===== config.mk =====
export PLATFORM = sky130hd
export DESIGN_NAME = spi_xfer_engine
export DESIGN_NICKNAME = d
export VERILOG_FILES = /design/src/rtl/spi_eng_pkg.sv /design/src/rtl/spi_bit_shifter.sv /design/src/rtl/spi_cs_decode.sv /design/src/rtl/spi_xfer_engine.sv
export SDC_FILE = /design/constraint.sdc
export NUM_CORES = 1
export LEC_CHECK = 0
export ABC_AREA = 1
export ABC_CLOCK_PERIOD_IN_PS = 5000
export BUFFER_PORTS_ARGS = -buffer_cell sky130_fd_sc_hd__buf_2
export CORE_UTILIZATION = 30
export CTS_CLUSTER_SIZE = 12
export DETAILED_ROUTE_END_ITERATION = 7
export SLEW_MARGIN = 20
export SYNTH_ARGS = -nofsm -noshare
export SYNTH_HDL_FRONTEND = slang
export SYNTH_HIERARCHICAL = 1
export SYNTH_SLANG_ARGS = --single-unit

===== constraint.sdc =====
create_clock -name clk -period 5 [get_ports clk]
set_clock_uncertainty 0.05 [all_clocks]
set_input_delay 1.5 -clock clk [delete_from_list [all_inputs] [get_ports clk]]
set_output_delay 1.5 -clock clk [all_outputs]
set_load 0.02 [all_outputs]

===== src/rtl/spi_eng_pkg.sv =====
package spi_eng_pkg;
    typedef enum logic [2:0] {
        S_IDLE,
        S_LOAD,
        S_SHIFT,
        S_TRAIL,
        S_DONE
    } eng_state_t;
endpackage


===== src/rtl/spi_bit_shifter.sv =====
module spi_bit_shifter #(
    parameter int DATA_W = 8
) (
    input  logic              clk,
    input  logic              rst_n,
    input  logic              clr,
    input  logic              load,
    input  logic [DATA_W-1:0] load_byte,
    input  logic              shift_out,
    input  logic              sample_in,
    input  logic              lsb_first,
    input  logic              miso,
    output logic              mosi,
    output logic [DATA_W-1:0] rx_byte
);
    logic [DATA_W-1:0] tx_sr;
    logic [DATA_W-1:0] rx_sr;

    always_ff @(posedge clk or negedge rst_n) begin
        if (!rst_n) begin
            tx_sr <= '0;
        end else if (clr) begin
            tx_sr <= '0;
        end else if (load) begin
            tx_sr <= load_byte;
        end else if (shift_out) begin
            tx_sr <= lsb_first ? (tx_sr >> 1) : (tx_sr << 1);
        end
    end

    always_ff @(posedge clk or negedge rst_n) begin
        if (!rst_n) begin
            rx_sr <= '0;
        end else if (clr) begin
            rx_sr <= '0;
        end else if (sample_in) begin
            rx_sr <= lsb_first ? {miso, rx_sr[DATA_W-1:1]} : {rx_sr[DATA_W-2:0], miso};
        end
    end

    assign mosi    = lsb_first ? tx_sr[0] : tx_sr[DATA_W-1];
    assign rx_byte = rx_sr;


    load_shift_excl_chk: assert property (@(posedge clk) disable iff (!rst_n)
        !(load && shift_out));
endmodule


===== src/rtl/spi_cs_decode.sv =====
module spi_cs_decode #(
    parameter int NUM_CS = 4,
    localparam int SEL_W = (NUM_CS > 1) ? $clog2(NUM_CS) : 1
) (
    input  logic [SEL_W-1:0]  sel,
    input  logic              sw_own,
    input  logic              sw_level,
    input  logic              hw_active,
    output logic [NUM_CS-1:0] ss_n
);
    for (genvar g = 0; g < NUM_CS; g++) begin : g_line
        always_comb begin
            if (sel != SEL_W'(g)) begin
                ss_n[g] = 1'b1;
            end else if (sw_own) begin
                ss_n[g] = sw_level;
            end else begin
                ss_n[g] = ~hw_active;
            end
        end
    end
endmodule


===== src/rtl/spi_xfer_engine.sv =====
module spi_xfer_engine
    import spi_eng_pkg::*;
#(
    parameter int DATA_W = 8,
    parameter int LEN_W  = 16,
    parameter int NUM_CS = 4,
    localparam int SEL_W  = (NUM_CS > 1) ? $clog2(NUM_CS) : 1,
    localparam int EDGES  = 2 * DATA_W,
    localparam int EDGE_W = $clog2(EDGES + 1)
) (
    input  logic              clk,
    input  logic              rst_n,
    input  logic              sclk_tick,
    input  logic              run_en,
    input  logic              master_en,
    input  logic              soft_rst,
    input  logic              start_wr,
    input  logic              cpol,
    input  logic              cpha,
    input  logic              lsb_first,
    input  logic [SEL_W-1:0]  cs_sel,
    input  logic              cs_sw,
    input  logic              cs_level,
    input  logic [LEN_W-1:0]  burst_len,
    input  logic              tx_empty,
    input  logic [DATA_W-1:0] tx_data,
    output logic              tx_pop,
    output logic              rx_push,
    output logic [DATA_W-1:0] rx_data,
    input  logic              miso,
    output logic              sclk,
    output logic              mosi,
    output logic [NUM_CS-1:0] ss_n,
    output logic              busy,
    output logic              done
);
    eng_state_t        st, nx;
    logic              run_ok;
    logic [LEN_W-1:0]  cnt;
    logic [EDGE_W-1:0] ecnt;
    logic [EDGE_W-1:0] k;
    logic              ph;
    logic              push_q;
    logic              edge_now;
    logic              last_edge;
    logic              shift_out;
    logic              sample_in;

    assign run_ok    = run_en && master_en && !soft_rst;
    assign k         = ecnt + EDGE_W'(1);
    assign edge_now  = (st == S_SHIFT) && sclk_tick;
    assign last_edge = edge_now && (k == EDGE_W'(EDGES));

    // State register
    always_ff @(posedge clk or negedge rst_n) begin
        if (!rst_n) st <= S_IDLE;
        else        st <= nx;
    end

    // Next-state logic
    always_comb begin
        nx = st;
        unique case (st)
            S_IDLE:  if (start_wr) nx = (burst_len == '0) ? S_DONE : S_LOAD;
            S_LOAD:  if (!tx_empty) nx = S_SHIFT;
            S_SHIFT: if (last_edge) nx = (cnt == LEN_W'(1)) ? S_TRAIL : S_LOAD;
            S_TRAIL: if (sclk_tick) nx = S_DONE;
            S_DONE:  nx = S_IDLE;
            default: nx = S_IDLE;
        endcase
        if (!run_ok) nx = S_IDLE;
    end

    // Burst and edge counters
    always_ff @(posedge clk or negedge rst_n) begin
        if (!rst_n) begin
            cnt    <= '0;
            ecnt   <= '0;
            ph     <= 1'b0;
            push_q <= 1'b0;
        end else if (!run_ok) begin
            ecnt   <= '0;
            ph     <= 1'b0;
            push_q <= 1'b0;
        end else begin
            push_q <= last_edge;
            if (st == S_IDLE && start_wr) cnt <= burst_len;
            if (st == S_LOAD) begin
                ecnt <= '0;
                ph   <= 1'b0;
            end else if (edge_now) begin
                ecnt <= k;
                ph   <= ~ph;
                if (last_edge) cnt <= cnt - LEN_W'(1);
            end
        end
    end

    // Outputs
    always_comb begin
        tx_pop    = (st == S_LOAD) && !tx_empty && run_ok;
        busy      = (st == S_LOAD) || (st == S_SHIFT) || (st == S_TRAIL);
        done      = (st == S_DONE);
        sclk      = cpol ^ ph;
        rx_push   = push_q;
        shift_out = 1'b0;
        sample_in = 1'b0;
        if (edge_now && run_ok) begin
            if (cpha) begin
                sample_in = !k[0];
                shift_out = k[0] && (k != EDGE_W'(1));
            end else begin
                sample_in = k[0];
                shift_out = !k[0] && (k != EDGE_W'(EDGES));
            end
        end
    end

    spi_bit_shifter #(.DATA_W(DATA_W)) u_shift (
        .clk       (clk),
        .rst_n     (rst_n),
        .clr       (!run_ok),
        .load      (tx_pop),
        .load_byte (tx_data),
        .shift_out (shift_out),
        .sample_in (sample_in),
        .lsb_first (lsb_first),
        .miso      (miso),
        .mosi      (mosi),
        .rx_byte   (rx_data)
    );

    spi_cs_decode #(.NUM_CS(NUM_CS)) u_cs (
        .sel       (cs_sel),
        .sw_own    (cs_sw),
        .sw_level  (cs_level),
        .hw_active (busy),
        .ss_n      (ss_n)
    );


    done_pulse_chk: assert property (@(posedge clk) disable iff (!rst_n)
        done |=> !done);

    busy_clear_chk: assert property (@(posedge clk) disable iff (!rst_n)
        $fell(busy) |-> (done || $past(!run_ok)));

    sclk_only_shift_chk: assert property (@(posedge clk) disable iff (!rst_n)
        (run_ok && $changed(sclk) && $stable(cpol)) |-> $past(st == S_SHIFT));

    rx_push_gap_chk: assert property (@(posedge clk) disable iff (!rst_n)
        rx_push |=> !rx_push);

    ss_onehot_chk: assert property (@(posedge clk) disable iff (!rst_n)
        $onehot0(~ss_n));

    abort_idle_chk: assert property (@(posedge clk) disable iff (!rst_n)
        !run_ok |=> !busy);
endmodule


==> impl_results.rst <==
.. list-table::
   :header-rows: 1

   * - Metric
     - Value
   * - Int Power
     - 635 uW
   * - Final Setup Violations
     - 0
   * - RSZ-0062 raised after global routing
     - no
   * - Count of instances resized after the clock tree is built
     - 0
   * - Critical Path Sink Type
     - output port
   * - Result of the run
     - complete, no violations
   * - Most frequently used cell type in the post-synthesis netlist
     - sky130_fd_sc_hd__nand2_1
   * - Syn Inst Count
     - 444
   * - WL per Instance
     - 11.5 um
   * - Remaining global-route overflow
     - 0
   * - Critical Path Fanout Max
     - 25
   * - Slack of the worst reg-to-reg path
     - 2.68 ns
   * - Type of origin of the critical path
     - input port
   * - Largest net degree at the start of global routing
     - 43
   * - Number of post-CTS setup repair buffers
     - 0
   * - Share of the synthesized area in the top cell type
     - 34.2%
   * - Register clock-pin slew on the reported worst setup and hold paths
     - 0.08 ns
   * - Length of the first detailed-routing pass in iterations
     - 4
   * - Die Wd
     - 103 um
   * - Portion of the clock cycle consumed by the worst path in the final layout
     - 79.0%
   * - Worst-case vdd ir drop
     - 99.9 uV
   * - Post-synth top area cell
     - sky130_fd_sc_hd__dfrtp_1
   * - Count of buffers from port buffering
     - 57
   * - Starting density of the core
     - 31.2%
   * - TritonCTS buffer count
     - 5
   * - Worst slew margin relative to its limit
     - 62.4%
   * - Number of diodes
     - 0
   * - Drt total wl
     - 7.30 mm
   * - Antenna violations before repair
     - 0
   * - Die outline height
     - 103 um
   * - Final routed DRC violation total
     - 0
   * - Final max-slew violation count
     - 0
   * - Cell area power density
     - 252 mW/mm^2
   * - Number of enable flip-flop cells after synthesis
     - 0
   * - Standard cell core area
     - 0.00986 mm^2
   * - Synth Cell Area
     - 0.00308 mm^2
   * - DRC marker count from the first detailed-route iteration
     - 157
   * - DR vias/cell
     - 4.61
   * - Setup CP Type
     - input port to output port
   * - Post-synthesis async set-or-reset flop share
     - 100%
   * - Arrival time at the worst endpoint
     - 2.40 ns
   * - Synth top cells by count
     - sky130_fd_sc_hd__nand2_1 (149), sky130_fd_sc_hd__nand3_1 (47), sky130_fd_sc_hd__inv_1 (46)
   * - Number of vias after detailed routing
     - 2918
   * - Mean post-synth cell area
     - 6.93 um^2
   * - Setup TNS Final
     - 0 ns
   * - Final GP Congestion
     - 0.825
   * - H-tree depth
     - 2
   * - Final cell area excluding filler cells
     - 0.00359 mm^2
   * - Global-route wire length before repair
     - 12.2 mm
   * - Number of global-route vias before repair
     - 2628
   * - Worst skew pair latency
     - 0.29 ns
   * - Antenna Violating Nets Remaining
     - 0
   * - Post-DP HPWL
     - 5.37 mm
   * - Number of clock sinks seen by CTS
     - 42
   * - Maximum Capacitance Violations
     - 0
   * - Clock tree from TritonCTS
     - done
   * - HP Class
     - flop to flop
   * - Final core area utilization
     - 36.4%
   * - Fraction of power consumed by the clock network
     - 36.0%
   * - Count of endpoints failing hold in the final timing report
     - 0
   * - Netlist cell types
     - 33
   * - Cells taking the most area after synthesis
     - sky130_fd_sc_hd__dfrtp_1 (34%), sky130_fd_sc_hd__nand2_1 (18%), sky130_fd_sc_hd__nand3_1 (7.6%)
   * - Share of the yosys chip area belonging to registers
     - 34.2%
   * - Placed inst area
     - 0.00345 mm^2
   * - Maximum achievable frequency
     - 253 MHz
   * - Power share of the sequential group
     - 43.1%
   * - Cell row count
     - 36
   * - Cell at the root of the clock tree
     - sky130_fd_sc_hd__clkbuf_8
   * - Worst path required time
     - 3.45 ns
   * - Syn Nets
     - 489
   * - Worst-case clock buffer depth
     - 2
   * - Switching component of the power
     - 271 uW
   * - Total power consumption of the routed design
     - 906 uW
   * - Number of warnings printed during yosys synthesis
     - 6
   * - Fraction of layout cells with a size suffix above 1
     - 21.8%
   * - Full die area
     - 0.0107 mm^2
   * - Switching fraction of total power
     - 29.9%
   * - Area added between synthesis and finish
     - 16.8%
   * - Ys flop type
     - sky130_fd_sc_hd__dfrtp_1
   * - LEAKAGE
     - 1.82 nW
   * - Post-CTS Hold Buffers
     - 0
   * - Worst Tran Pin Value
     - 0.564 ns
   * - Part of the power in combinational logic
     - 20.9%
   * - Post-route minimum period
     - 3.95 ns
   * - I/O pins
     - 58
   * - Number of nets in the finished design
     - 544
   * - Synthesis-stage register bit count
     - 42
   * - Tot GR Track Use
     - 14.7%
power by group through the flow:
stage	sequential (mW)	combinational, mW	clock (mW)
2_1_floorplan	0.390	0.141	0
3_3_place_gp	0.396	0.186	0
5_1_grt	0.395	0.220	0.350
6_report	0.391	0.189	0.326
4_1_cts	0.390	0.191	0.336
3_5_place_dp	0.396	0.189	0
per-layer routing:
| layer | up-vias | global-route usage (%) | share of wire [%] |
|---|---|---|---|
| met3 | 2 | 2.82 | 4.9 |
| met4 | 0 | 2.82 | 0.33 |
| met5 | - | 0 | 0 |
| met1 | 1321 | 19.9 | 48 |
| li1 | 1524 | - | - |
| met2 | 71 | 24.6 | 46 |
cells by family (layout without fill, tap and decap cells):
family                   Yosys count  in the layout  synth area share [%]
AO/OA/AOI/OAI                     59             59                  11.9
flip-flops                        42             42                  34.2
adder cells (fa/ha/maj)            5              5                  2.03
AND/OR/NAND/NOR                  263            263                  38.6
buffers and inverters             62            118                  9.52
XOR/XNOR                          12             12                  3.42
multiplexers                       1              1                 0.366
cell type report:
class                      count  area (um^2)
fill                        1045         6270
multi-input combinational    340         1740
inverter                      50          190
tap                          133          166
sequential                    42         1050
clock buffer                   5         68.8
clock inverter                 3         68.8
timing repair buffer          60          310
layout by cell type, fill, tap and decap left out, types with 2 or more instances in the layout:
| cell | count |
|---|---|
| sky130_fd_sc_hd__nor2_2 | 6 |
| sky130_fd_sc_hd__bufinv_16 | 2 |
| sky130_fd_sc_hd__inv_2 | 3 |
| sky130_fd_sc_hd__nand3_2 | 3 |
| sky130_fd_sc_hd__buf_4 | 4 |
| sky130_fd_sc_hd__ha_1 | 5 |
| sky130_fd_sc_hd__inv_1 | 46 |
| sky130_fd_sc_hd__a21oi_1 | 5 |
| sky130_fd_sc_hd__nor2_4 | 5 |
| sky130_fd_sc_hd__xor2_1 | 12 |
| sky130_fd_sc_hd__buf_2 | 56 |
| sky130_fd_sc_hd__o21ai_0 | 18 |
| sky130_fd_sc_hd__o21ai_2 | 10 |
| sky130_fd_sc_hd__nor3_2 | 2 |
| sky130_fd_sc_hd__nand2_1 | 149 |
| sky130_fd_sc_hd__a21oi_2 | 3 |
| sky130_fd_sc_hd__nand2_4 | 2 |
| sky130_fd_sc_hd__o21ai_1 | 14 |
| sky130_fd_sc_hd__o211ai_1 | 7 |
| sky130_fd_sc_hd__nand3_1 | 47 |
| sky130_fd_sc_hd__clkbuf_8 | 5 |
| sky130_fd_sc_hd__nand4_1 | 3 |
| sky130_fd_sc_hd__dfrtp_1 | 42 |
| sky130_fd_sc_hd__or2_2 | 2 |
| sky130_fd_sc_hd__nor2_1 | 39 |
metrics by stage:
stage	instances	worst slack, ns	hold slack, ns
2_1_floorplan	444	0.576	0.415
3_3_place_gp	625	1.07	0.444
3_5_place_dp	625	1.06	0.447
4_1_cts	633	1.06	0.471
5_1_grt	633	0.991	0.486
6_report	633	1.05	0.471
critical path, stage by stage:
cell and delay [ns]:
sky130_fd_sc_hd__buf_2 0.36, sky130_fd_sc_hd__mux2_2 0.38, sky130_fd_sc_hd__buf_2 0.16
flip-flops by register name, indices dropped and copies added (netlist names):
register and cells:
cnt 16, ecnt 5, ph 1, rx_push 1, st 3, u_shift/rx_byte 8
u_shift/tx_sr 8
final timing paths:
kind | startpoint | endpoint | depth (start not counted)
worst min register to register | u_shift/tx_sr[0] | u_shift/tx_sr[0] | 2
worst max register to register | ecnt[0] | u_shift/tx_sr[4] | 10
max in group asynchronous | rst_n | u_shift/tx_sr[5] | 1
min in group asynchronous | rst_n | cnt[3] | 1
worst min-delay path | u_shift/tx_sr[0] | u_shift/tx_sr[0] | 2
worst max-delay path | lsb_first | mosi | 3
Note: power is estimated with default switching activity, not from simulation.
